## src/rtl/lc_pkg.sv

```systemverilog
package lc_pkg;
  typedef enum logic [3:0] {
    LS_I    = 4'd0,
    LS_S    = 4'd1,
    LS_E    = 4'd2,
    LS_O    = 4'd3,
    LS_M    = 4'd4,
    LS_MOI  = 4'd5,
    LS_ESI  = 4'd6,
    LS_MODI = 4'd7,
    LS_DI   = 4'd8,
    LS_IC   = 4'd9
  } line_st_e;

  typedef enum logic [1:0] {
    PO_NONE     = 2'd0,
    PO_INV_DATA = 2'd1,
    PO_INV      = 2'd2,
    PO_DOWN     = 2'd3
  } probe_op_e;

  localparam logic [1:0] KIND_INV  = 2'b00;
  localparam logic [1:0] KIND_DOWN = 2'b01;
endpackage

```

## src/rtl/lc_probe_decode.sv

```systemverilog
module lc_probe_decode
  import lc_pkg::*;
(
  input  logic [1:0] kind,
  input  logic       ret,
  output probe_op_e  op,
  output logic       bad
);
  always_comb begin
    op  = PO_NONE;
    bad = 1'b0;
    unique case (kind)
      KIND_INV:  op = ret ? PO_INV_DATA : PO_INV;
      KIND_DOWN: begin
        if (ret) op = PO_DOWN;
        else     bad = 1'b1;
      end
      default:   bad = 1'b1;
    endcase
  end

  // a malformed probe never decodes to an operation
  always_comb begin
    a_r11_bad_no_op: assert (!(bad && (op != PO_NONE)));
  end
endmodule

```

## src/rtl/lc_probe_resp.sv

```systemverilog
module lc_probe_resp
  import lc_pkg::*;
(
  input  line_st_e  st,
  input  probe_op_e op,
  output logic      hit,
  output logic      nsl,
  output logic      use_line,
  output logic      use_hold,
  output line_st_e  nxt
);
  logic inv_any;
  assign inv_any = (op == PO_INV_DATA) || (op == PO_INV);

  always_comb begin
    hit      = 1'b0;
    nsl      = 1'b0;
    use_line = 1'b0;
    use_hold = 1'b0;
    nxt      = st;
    unique case (st)
      LS_S, LS_E, LS_O, LS_M: begin
        if (op == PO_INV_DATA) begin
          hit = 1'b1; use_line = 1'b1; nxt = LS_I;
        end else if (op == PO_INV) begin
          nsl = 1'b1; nxt = LS_I;
        end else if (op == PO_DOWN) begin
          hit = 1'b1; use_line = 1'b1;
          nxt = ((st == LS_O) || (st == LS_M)) ? LS_O : LS_S;
        end
      end
      LS_MOI: begin
        if (op == PO_INV_DATA) begin
          hit = 1'b1; use_hold = 1'b1; nxt = LS_IC;
        end else if (op == PO_INV) begin
          nsl = 1'b1; nxt = LS_IC;
        end else if (op == PO_DOWN) begin
          hit = 1'b1; use_hold = 1'b1;
        end
      end
      LS_ESI: begin
        if (inv_any) begin
          nsl = 1'b1; nxt = LS_IC;
        end else if (op == PO_DOWN) begin
          hit = 1'b1; use_hold = 1'b1;
        end
      end
      default: begin
        if (inv_any) nsl = 1'b1;
      end
    endcase
  end
endmodule

```

## src/rtl/lc_hold_buf.sv

```systemverilog
module lc_hold_buf #(
  parameter int DW = 32
) (
  input  logic          clk,
  input  logic          rst_n,
  input  logic          load,
  input  logic          clear,
  input  logic [DW-1:0] ld_data,
  input  logic          ld_dirty,
  output logic [DW-1:0] data,
  output logic          dirty,
  output logic          full
);
  always_ff @(posedge clk) begin
    if (!rst_n) begin
      data  <= '0;
      dirty <= 1'b0;
      full  <= 1'b0;
    end else if (load) begin
      data  <= ld_data;
      dirty <= ld_dirty;
      full  <= 1'b1;
    end else if (clear) begin
      data  <= '0;
      dirty <= 1'b0;
      full  <= 1'b0;
    end
  end

  // the buffer is only captured when it is free
  a_r3_no_double_load: assert property (@(posedge clk) disable iff (!rst_n)
    load |-> !full);
endmodule

```

## src/rtl/lc_evict_ctrl.sv

```systemverilog
module lc_evict_ctrl
  import lc_pkg::*;
#(
  parameter int DW = 32
) (
  input  logic          clk,
  input  logic          rst_n,
  input  logic          fill_en,
  input  logic [3:0]    fill_st,
  input  logic [DW-1:0] fill_data,
  input  logic          fill_dirty,
  input  logic          repl_req,
  input  logic          prb_valid,
  output logic          prb_ready,
  input  logic [1:0]    prb_kind,
  input  logic          prb_ret,
  output logic          rsp_valid,
  input  logic          rsp_ready,
  output logic          rsp_hit,
  output logic          rsp_dirty,
  output logic          rsp_nsl,
  output logic          rsp_has_data,
  output logic [DW-1:0] rsp_data,
  output logic          vic_valid,
  input  logic          vic_ready,
  output logic          vic_is_dirty,
  output logic [DW-1:0] vic_data,
  input  logic          mem_ack,
  input  logic          vn_valid,
  output logic          vn_ready,
  output logic          vn_ack,
  input  logic          wbd_valid,
  output logic          unblk_inval,
  output logic          err,
  output logic [3:0]    line_st
);
  line_st_e      st;
  logic [DW-1:0] line_data;
  logic          line_dirty;

  probe_op_e     op;
  logic          dec_bad;
  logic          p_hit, p_nsl, p_use_line, p_use_hold;
  line_st_e      p_nxt;

  logic [DW-1:0] hold_data;
  logic          hold_dirty, hold_full;
  logic          hold_load, hold_clear;

  logic prb_fire, vn_fire, repl_go, fill_go, st_stable, st_owned;
  logic ack_frees;

  lc_probe_decode u_dec (
    .kind(prb_kind), .ret(prb_ret), .op(op), .bad(dec_bad)
  );

  lc_probe_resp u_resp (
    .st(st), .op(op), .hit(p_hit), .nsl(p_nsl),
    .use_line(p_use_line), .use_hold(p_use_hold), .nxt(p_nxt)
  );

  lc_hold_buf #(.DW(DW)) u_hold (
    .clk(clk), .rst_n(rst_n), .load(hold_load), .clear(hold_clear),
    .ld_data(line_data), .ld_dirty(line_dirty),
    .data(hold_data), .dirty(hold_dirty), .full(hold_full)
  );

  assign line_st   = st;
  assign st_stable = (st <= LS_M);
  assign st_owned  = (st == LS_O) || (st == LS_M);
  assign prb_ready = !rsp_valid || rsp_ready;
  assign prb_fire  = prb_valid && prb_ready;
  assign ack_frees = (st == LS_MOI) || (st == LS_ESI) || (st == LS_IC);
  assign vn_ready  = (st != LS_IC) && !prb_fire && !mem_ack && !wbd_valid;
  assign vn_fire   = vn_valid && vn_ready;
  assign repl_go   = repl_req && !vic_valid && (st >= LS_S) && st_stable &&
                     !prb_fire && !mem_ack && !wbd_valid && !vn_fire;
  assign fill_go   = fill_en && st_stable && (fill_st <= 4'(LS_M)) &&
                     !prb_fire && !mem_ack && !wbd_valid && !vn_fire && !repl_go;
  assign hold_load  = repl_go;
  assign hold_clear = !prb_fire && mem_ack && (ack_frees || (st == LS_MODI));

  // Probe response register
  always_ff @(posedge clk) begin
    if (!rst_n) begin
      rsp_valid    <= 1'b0;
      rsp_hit      <= 1'b0;
      rsp_dirty    <= 1'b0;
      rsp_nsl      <= 1'b0;
      rsp_has_data <= 1'b0;
      rsp_data     <= '0;
      err          <= 1'b0;
    end else begin
      err <= prb_fire && dec_bad;
      if (prb_fire) begin
        rsp_valid    <= 1'b1;
        rsp_hit      <= p_hit;
        rsp_nsl      <= p_nsl;
        rsp_has_data <= p_use_line || p_use_hold;
        rsp_dirty    <= p_use_line ? line_dirty : (p_use_hold ? hold_dirty : 1'b0);
        rsp_data     <= p_use_line ? line_data  : (p_use_hold ? hold_data  : '0);
      end else if (rsp_ready) begin
        rsp_valid <= 1'b0;
      end
    end
  end

  // Victim message register
  always_ff @(posedge clk) begin
    if (!rst_n) begin
      vic_valid    <= 1'b0;
      vic_is_dirty <= 1'b0;
      vic_data     <= '0;
    end else if (repl_go) begin
      vic_valid    <= 1'b1;
      vic_is_dirty <= st_owned;
      vic_data     <= line_data;
    end else if (vic_ready) begin
      vic_valid <= 1'b0;
    end
  end

  // Line state sequencer
  always_ff @(posedge clk) begin
    if (!rst_n) begin
      st          <= LS_I;
      line_data   <= '0;
      line_dirty  <= 1'b0;
      vn_ack      <= 1'b0;
      unblk_inval <= 1'b0;
    end else begin
      vn_ack      <= 1'b0;
      unblk_inval <= 1'b0;
      if (prb_fire) begin
        st <= p_nxt;
        if (p_nxt == LS_I) line_dirty <= 1'b0;
      end else if (mem_ack) begin
        if (ack_frees)            st <= LS_I;
        else if (st == LS_MODI)   st <= LS_DI;
      end else if (wbd_valid) begin
        if (st == LS_MODI) begin
          st <= LS_MOI;  unblk_inval <= 1'b1;
        end else if (st == LS_DI) begin
          st <= LS_I;    unblk_inval <= 1'b1;
        end
      end else if (vn_fire) begin
        if (st == LS_MOI) begin
          st <= LS_MODI; vn_ack <= 1'b1;
        end
      end else if (repl_go) begin
        st         <= st_owned ? LS_MOI : LS_ESI;
        line_dirty <= 1'b0;
      end else if (fill_go) begin
        st         <= line_st_e'(fill_st);
        line_data  <= fill_data;
        line_dirty <= fill_dirty;
      end
    end
  end

  // one response per accepted probe, held under back-pressure
  a_r12_rsp_follows: assert property (@(posedge clk) disable iff (!rst_n)
    prb_fire |=> rsp_valid);
  a_r12_rsp_stable: assert property (@(posedge clk) disable iff (!rst_n)
    rsp_valid && !rsp_ready |=> rsp_valid && $stable(rsp_data) && $stable(rsp_hit)
                                && $stable(rsp_nsl) && $stable(rsp_dirty));
  // victim held until taken
  a_r3_vic_stable: assert property (@(posedge clk) disable iff (!rst_n)
    vic_valid && !vic_ready |=> vic_valid && $stable(vic_data) && $stable(vic_is_dirty));
  // memory acknowledge ends an eviction
  a_r8_ack_to_inv: assert property (@(posedge clk) disable iff (!rst_n)
    mem_ack && !prb_fire && ack_frees |=> (line_st == 4'd0) && !hold_full);
  // cancel-wait holds off victim notices
  a_r10_ic_holdoff: assert property (@(posedge clk) disable iff (!rst_n)
    (st == LS_IC) |-> !vn_ready);
  // malformed probe leaves the line untouched
  a_r11_err_keeps_state: assert property (@(posedge clk) disable iff (!rst_n)
    prb_fire && dec_bad |=> err && (line_st == $past(line_st)));
endmodule

```

## config.mk

```make
export PLATFORM = sky130hd
export DESIGN_NAME = lc_evict_ctrl
export DESIGN_NICKNAME = d
export VERILOG_FILES = /design/src/rtl/lc_pkg.sv /design/src/rtl/lc_probe_decode.sv /design/src/rtl/lc_probe_resp.sv /design/src/rtl/lc_hold_buf.sv /design/src/rtl/lc_evict_ctrl.sv
export SDC_FILE = /design/constraint.sdc
export NUM_CORES = 1
export LEC_CHECK = 0
export ABC_AREA = 1
export BUFFER_PORTS_ARGS = -buffer_cell sky130_fd_sc_hd__buf_2
export CAP_MARGIN = 5
export CORE_ASPECT_RATIO = 0.5
export CORE_MARGIN = 2
export CORE_UTILIZATION = 54
export CTS_CLUSTER_DIAMETER = 50
export CTS_CLUSTER_SIZE = 12
export DETAILED_ROUTE_END_ITERATION = 10
export PLACE_DENSITY_LB_ADDON = 0.12
export SLEW_MARGIN = 10
export SYNTH_ARGS = -nofsm -noshare
export SYNTH_HDL_FRONTEND = slang
export SYNTH_SLANG_ARGS = --single-unit
```

## constraint.sdc

```tcl
create_clock -name clk -period 2.13 [get_ports clk]
set_input_delay 0.426 -clock clk [delete_from_list [all_inputs] [get_ports clk]]
set_output_delay 0.426 -clock clk [all_outputs]
set_load 0.1 [all_outputs]
```

# Word-level counts from Yosys, hierarchy flattened
# Cells that the tools add are included.
dict set report word_totals {
  reg_bits 144
  elab_cells 155
  out_inout_bits 80
}
dict set report classes {
  muxes 58
  eq_ne 21
  reduce_logical 50
  n_lt_le_gt_ge 3
  n_bitwise 6
}
# operator count
set op_table {}
lappend op_table {{$mux W32} 4}
lappend op_table {{$mux W4} 17}
lappend op_table {{$mux W1} 28}
lappend op_table {{$logic_and A1 B1 Y1} 22}
lappend op_table {{$eq A4 B3 Y1 const B} 4}
lappend op_table {{$pmux W4 S3} 1}
lappend op_table {{$reduce_or A5 Y1} 2}
lappend op_table {{$eq A4 B2 Y1 const B} 2}
lappend op_table {{$eq A4 B4 Y1 const B} 2}
lappend op_table {{$le A4 B3 Y1 const B} 2}
lappend op_table {{$mux W2} 4}
lappend op_table {{$reduce_or A4 Y1} 2}
lappend op_table {{$logic_not A1 Y1} 7}
lappend op_table {{$logic_or A1 B1 Y1} 7}
lappend op_table {{$ne A2 B1 Y1 const B} 3}
lappend op_table {{$not A1 Y1} 6}
lappend op_table {{$pmux W1 S2} 3}
lappend op_table {{$reduce_and A6 Y1} 1}
lappend op_table {{$reduce_bool A2 Y1} 3}
lappend op_table {{$reduce_bool A6 Y1} 1}
lappend op_table {{$ne A5 B2 Y1 const B} 1}
lappend op_table {{$ne A5 B4 Y1 const B} 1}
lappend op_table {{$reduce_and A5 Y1} 1}
lappend op_table {{$eq A2 B1 Y1 const B} 2}
lappend op_table {{11 further kinds} 12}

# Logic depth before layout (Yosys ltp)
dict set report logic_depth {
  word_depth 18
  ltp_mapped 15
  mapped_depth_nobuf 15
}

# Cells and area by module
# A second synthesis with hierarchy kept.
dict set report hier_totals {
  hier_cells 783
  area_unflattened_um2 6012.0
}
# mod instances area_each_um2 cells_per_inst seq_area_each_um2
set modules_own_cells {}
lappend modules_own_cells {lc_evict_ctrl 1 4450.5 559 2222.1}
lappend modules_own_cells {lc_hold_buf 1 1201.2 148 680.7}
lappend modules_own_cells {lc_probe_resp 1 324.1 68 0.0}
lappend modules_own_cells {lc_probe_decode 1 36.3 8 0.0}

# Least setup slack after synthesis
# No wires, ideal clock.
dict set report synth_path {
  kind {register to register}
  start {register rsp_valid}
  end {register line_data[4]}
  t_required_ns 2.060
  n_path_buf 1
  path_stages_with_launch 12
  slack_ns -1.812
  synth_period_minus_slack_ns 3.942
  arrival_time_ns 3.872
  setup_ns 0.070
  path_cell_list {dfxtp_1 -> nand2_1 -> nand2_2 -> nand3_4 -> nor2_4 -> nand2_2 -> nand2_1 -> inv_2 -> nor3_4 -> buf_4 -> o21ai_1 -> a21oi_1}
}
dict set report synth_between {
  elab_chain_cells 13
  elab_cells_between_ends 23
  cone_classes {3 x bitwise; 20 x reduce/logical}
}
# element line
set synth_lines {}
lappend synth_lines {{from (decl)} lc_evict_ctrl.sv:17} ;# output logic rsp_valid,
lappend synth_lines {{from (signal assigned)} lc_evict_ctrl.sv:86} ;# rsp_valid <= 1'b0;
lappend synth_lines {{from (signal assigned)} lc_evict_ctrl.sv:96} ;# rsp_valid <= 1'b1;
lappend synth_lines {{from (signal assigned)} lc_evict_ctrl.sv:103} ;# rsp_valid <= 1'b0;
lappend synth_lines {{$logic_not A1 Y1 (*)} lc_evict_ctrl.sv:71} ;# assign prb_ready = !rsp_valid || rsp_ready;
lappend synth_lines {{$logic_or A1 B1 Y1 (*)} lc_evict_ctrl.sv:71}
lappend synth_lines {{via prb_ready} lc_evict_ctrl.sv:14} ;# output logic prb_ready,
lappend synth_lines {{$logic_and A1 B1 Y1 (*)} lc_evict_ctrl.sv:72} ;# assign prb_fire = prb_valid && prb_ready;
lappend synth_lines {{$logic_not A1 Y1 (*)} lc_evict_ctrl.sv:74} ;# assign vn_ready = (st != LS_IC) && !prb_fire && !mem_ack && !wbd_valid;
lappend synth_lines {{$logic_and A1 B1 Y1 (*) (3 in series)} lc_evict_ctrl.sv:74}
lappend synth_lines {{via vn_ready} lc_evict_ctrl.sv:30} ;# output logic vn_ready,
lappend synth_lines {{$logic_and A1 B1 Y1 (*)} lc_evict_ctrl.sv:75} ;# assign vn_fire = vn_valid && vn_ready;
lappend synth_lines {{$logic_not A1 Y1} {lc_evict_ctrl.sv:77, lc_evict_ctrl.sv:79}}
lappend synth_lines {{$logic_and A1 B1 Y1} lc_evict_ctrl.sv:77} ;# !prb_fire && !mem_ack && !wbd_valid && !vn_fire;
lappend synth_lines {{$logic_not A1 Y1} lc_evict_ctrl.sv:79} ;# !prb_fire && !mem_ack && !wbd_valid && !vn_fire && !repl_go;
lappend synth_lines {{$logic_and A1 B1 Y1} lc_evict_ctrl.sv:79}
lappend synth_lines {{$reduce_and A6 Y1 (no line) (*)} -}
lappend synth_lines {{to (signal assigned)} lc_evict_ctrl.sv:155} ;# line_data <= fill_data;
lappend synth_lines {{to (decl)} lc_evict_ctrl.sv:38} ;# logic [DW-1:0] line_data;
# The timed path passes the listed nets; every way through them passes the cells marked *.
# A chain may end at the register's enable or synchronous reset.

# Final worst setup path
dict set report layout_path {
  start {register st[1], in the netlist line_st[1]}
  end {output port vn_ready}
}
dict set report layout_between {
  elab_chain_cells 4
}
# element line
set layout_lines {}
lappend layout_lines {{from (decl)} lc_evict_ctrl.sv:37} ;# line_st_e st;
lappend layout_lines {{from (signal assigned)} lc_evict_ctrl.sv:135} ;# st <= p_nxt;
lappend layout_lines {{from (signal assigned)} lc_evict_ctrl.sv:151} ;# st <= st_owned ? LS_MOI : LS_ESI;
lappend layout_lines {{from (signal assigned)} lc_evict_ctrl.sv:154} ;# st <= line_st_e'(fill_st);
lappend layout_lines {{$ne A4 B4 Y1} lc_evict_ctrl.sv:74}
lappend layout_lines {{$logic_and A1 B1 Y1 (3 in series)} lc_evict_ctrl.sv:74}
lappend layout_lines {{to (decl)} lc_evict_ctrl.sv:30}
# Every way passes these cells.

==> metrics.yaml <==
max_clock_freq_mhz: 505
numCtsBuffers: 17
p_per_area_mw_per_mm2: 894
drt_pass1_iterations: 4
yosysSeqAreaShare_pct: 50.4
ys_types: 27
root_buffer: "clkbuf_16"
clock-sinks: 144
drc: 0
die_w_um: 150
syn-num-nets: 821
synth_top_family_by_area: "compound AO/OA/AOI/OAI gates"
gp_congestion: 0.920
grt.total_usage_pct: 27.1
maxSlewViolCount: 0
clk_latency_ps: 420
setup_viol: 0
crit_path_end_kind: "primary output"
drt_wl_total_um: 15100
synth-edff-count: 0
via_per_inst: 5.32
maxCapViolCount: 0
status: "completed"
synth_area_leader_cell: "dfxtp_1"
post-route-min-period_ps: 1980
vdd_ir_drop_max_uv: 600
final_antenna_net_count: 0
synth-compound-area-share_pct: 22.3
worst_hold_path_type: "in2reg"
rsz0062_at_grt: "yes"
synth_area_sq_mm: 0.00572
die_h_um: 76.8
tightestPinTransition_ps: 507
grt_pass1_wl_um: 24700
synth.avg_cell_area_sq_um: 7.42
r2r-start: "line_st[1]$_SDFFE_PN0P_"
worst_clock_skew_ps: 8.38
grt_max_degree: 50
cp_max_fo: 7
synth_flop_cell: "dfxtp_1"
slew_headroom_pct: 66.4
synthAdderAreaFrac_pct: 0
overflow: 0
wl_per_cell_um: 14.4
fin_nets: 950
hold_slack_ps: 233
area_growth_pct: 27.7
drive_gt1_share_pct: 22.9
worstSetupPathType: "reg2out"
cts_hold_buffers: 0
num_vias: 5593
die-area_sq_mm: 0.0115
crit_required_ps: 1700
dp.cells: 1021
netlist_top_cells_area: "dfxtp_1 50%, nand2_1 15%, a21oi_1 14%, inv_1 3.5%, o21ai_0 2.6%"
synth-simple-area-share_pct: 19.8
period_share_pct: 92.9
core_area_sq_mm: 0.0102
drt-initial-drc-count: 337
cts_tree: "built"
max-clock-path-buffers: 2
synth_top_area_share_pct: 50.4
htree_levels: 4
numPortBuffers: 129
rr_worst_depth: 11
path_clk_slew_ps: 60
final_hold_viol_count: 0
final_cells: 1052
synth_xor_area_share_pct: 0
hpwl_um: 9720
crit_arrival_ps: 1550
p_leak_uw: 0.00321
async_reset_ff_share_pct: 0
synthMuxAreaShare_pct: 0
yosysMostFrequentCell: "nand2_1"
start_kind: "flip-flop"
placementRows: 26
critPathLaunch: "line_st[1]$_SDFFE_PN0P_"
yosys_warnings: 0
synthesis.instances: 771
yosys-top-cells-count: "225 x nand2_1, 162 x a21oi_1, 144 x dfxtp_1"
min_from: "fill_data[7]"
antenna_found_initial: 0
synth.ff_latch_count: 144
grt_pass1_vias: 5075
io_pins: 130
antenna_cells: 0
initial_core_util_pct: 55.8
min_path_cells: 3
cells by family (layout without fill, tap and decap cells):
family	after synthesis	after routing
and+or+nand+nor	282	282
AOI/OAI and AO/OA	240	240
DFF	144	144
buffers and inverters	105	246
worst max-delay path, cell delays in order (launching register included):
cell	delay, ps
dfxtp_2	370
inv_2	110
nand2_1	110
nor3_4	200
nor2_4	60
buf_4	140
buf_12	150
report_power, final:
group	internal, uW	switching (uW)
Sequential	2720	30.2
Clock	1970	1150
Combinational	169	481
Total	4860	1670
per-layer routing:
metal	vias to the layer above	part of all wire (%)	global-route usage, %
li1	2802	-	-
met1	2563	46	36.7
met2	209	46	43.8
met3	19	6.9	5.89
met4	0	0.98	7.71
met5	-	0	0
repair_timing:
item / CTS / global route
resized for setup: 0 / 4
setup endpoints to repair: 0 / 79
buffers inserted: 0 / 0
per-stage QoR:
step	setup WS [ps]	setup TNS, ps	total power [uW]	utilization, %	cell area [sq um]
2_1_floorplan	-497	-33630	3260	-	5810
3_3_place_gp	52.3	0	3450	65.1	6670
5_1_grt	-6.66	-6.66	6730	71.3	7300
3_5_place_dp	18.3	0	3450	65.1	6670
6_report	151	0	6520	71.3	7300
4_1_cts	106	0	6540	71.1	7280
final timing paths:
| kind | to | slack [ps] |
|---|---|---|
| worst max register to register | line_data[18]$_SDFFE_PN0P_ | 170 |
| worst min-delay path | line_data[7]$_SDFFE_PN0P_ | 230 |
| worst max-delay path | vn_ready | 150 |
| worst min register to register | u_hold.data[10]$_SDFFE_PN0P_ | 460 |
placed cells by master, fill, tap and decap left out, drive strengths merged:
cell / n
a2111oi: 1
nand3: 15
nor3: 3
a21oi: 163
nand4: 2
bufinv: 4
dfxtp: 144
o21ai: 59
inv: 62
nor2: 33
clkinv: 4
buf: 156
a22o: 16
o22ai: 1
clkinvlp: 1
nand2: 228
clkbuf: 19
nor4: 1
cell type report:
class / instances / area, sq um
clock inverters: 12 / 181
multi-input cells: 522 / 2470
flip-flops and latches: 144 / 2890
well taps: 140 / 175
clock buffers: 19 / 433
repair buffers: 156 / 930
fillers: 843 / 2950
inverters: 59 / 225
sequential cells by signal, indices dropped and copies added, names as in the netlist:
register	cells
u_hold.data	32
rsp_data	32
line_data	32
rsp_dirty	1
unblk_inval	1
vic_valid	1
vn_ack	1
line_st	4
rsp_valid	1
u_hold.dirty	1
vic_is_dirty	1
rsp_has_data	1
err	1
rsp_hit	1
vic_data	32
rsp_nsl	1
line_dirty	1
Power figures use the tool's default switching activity.
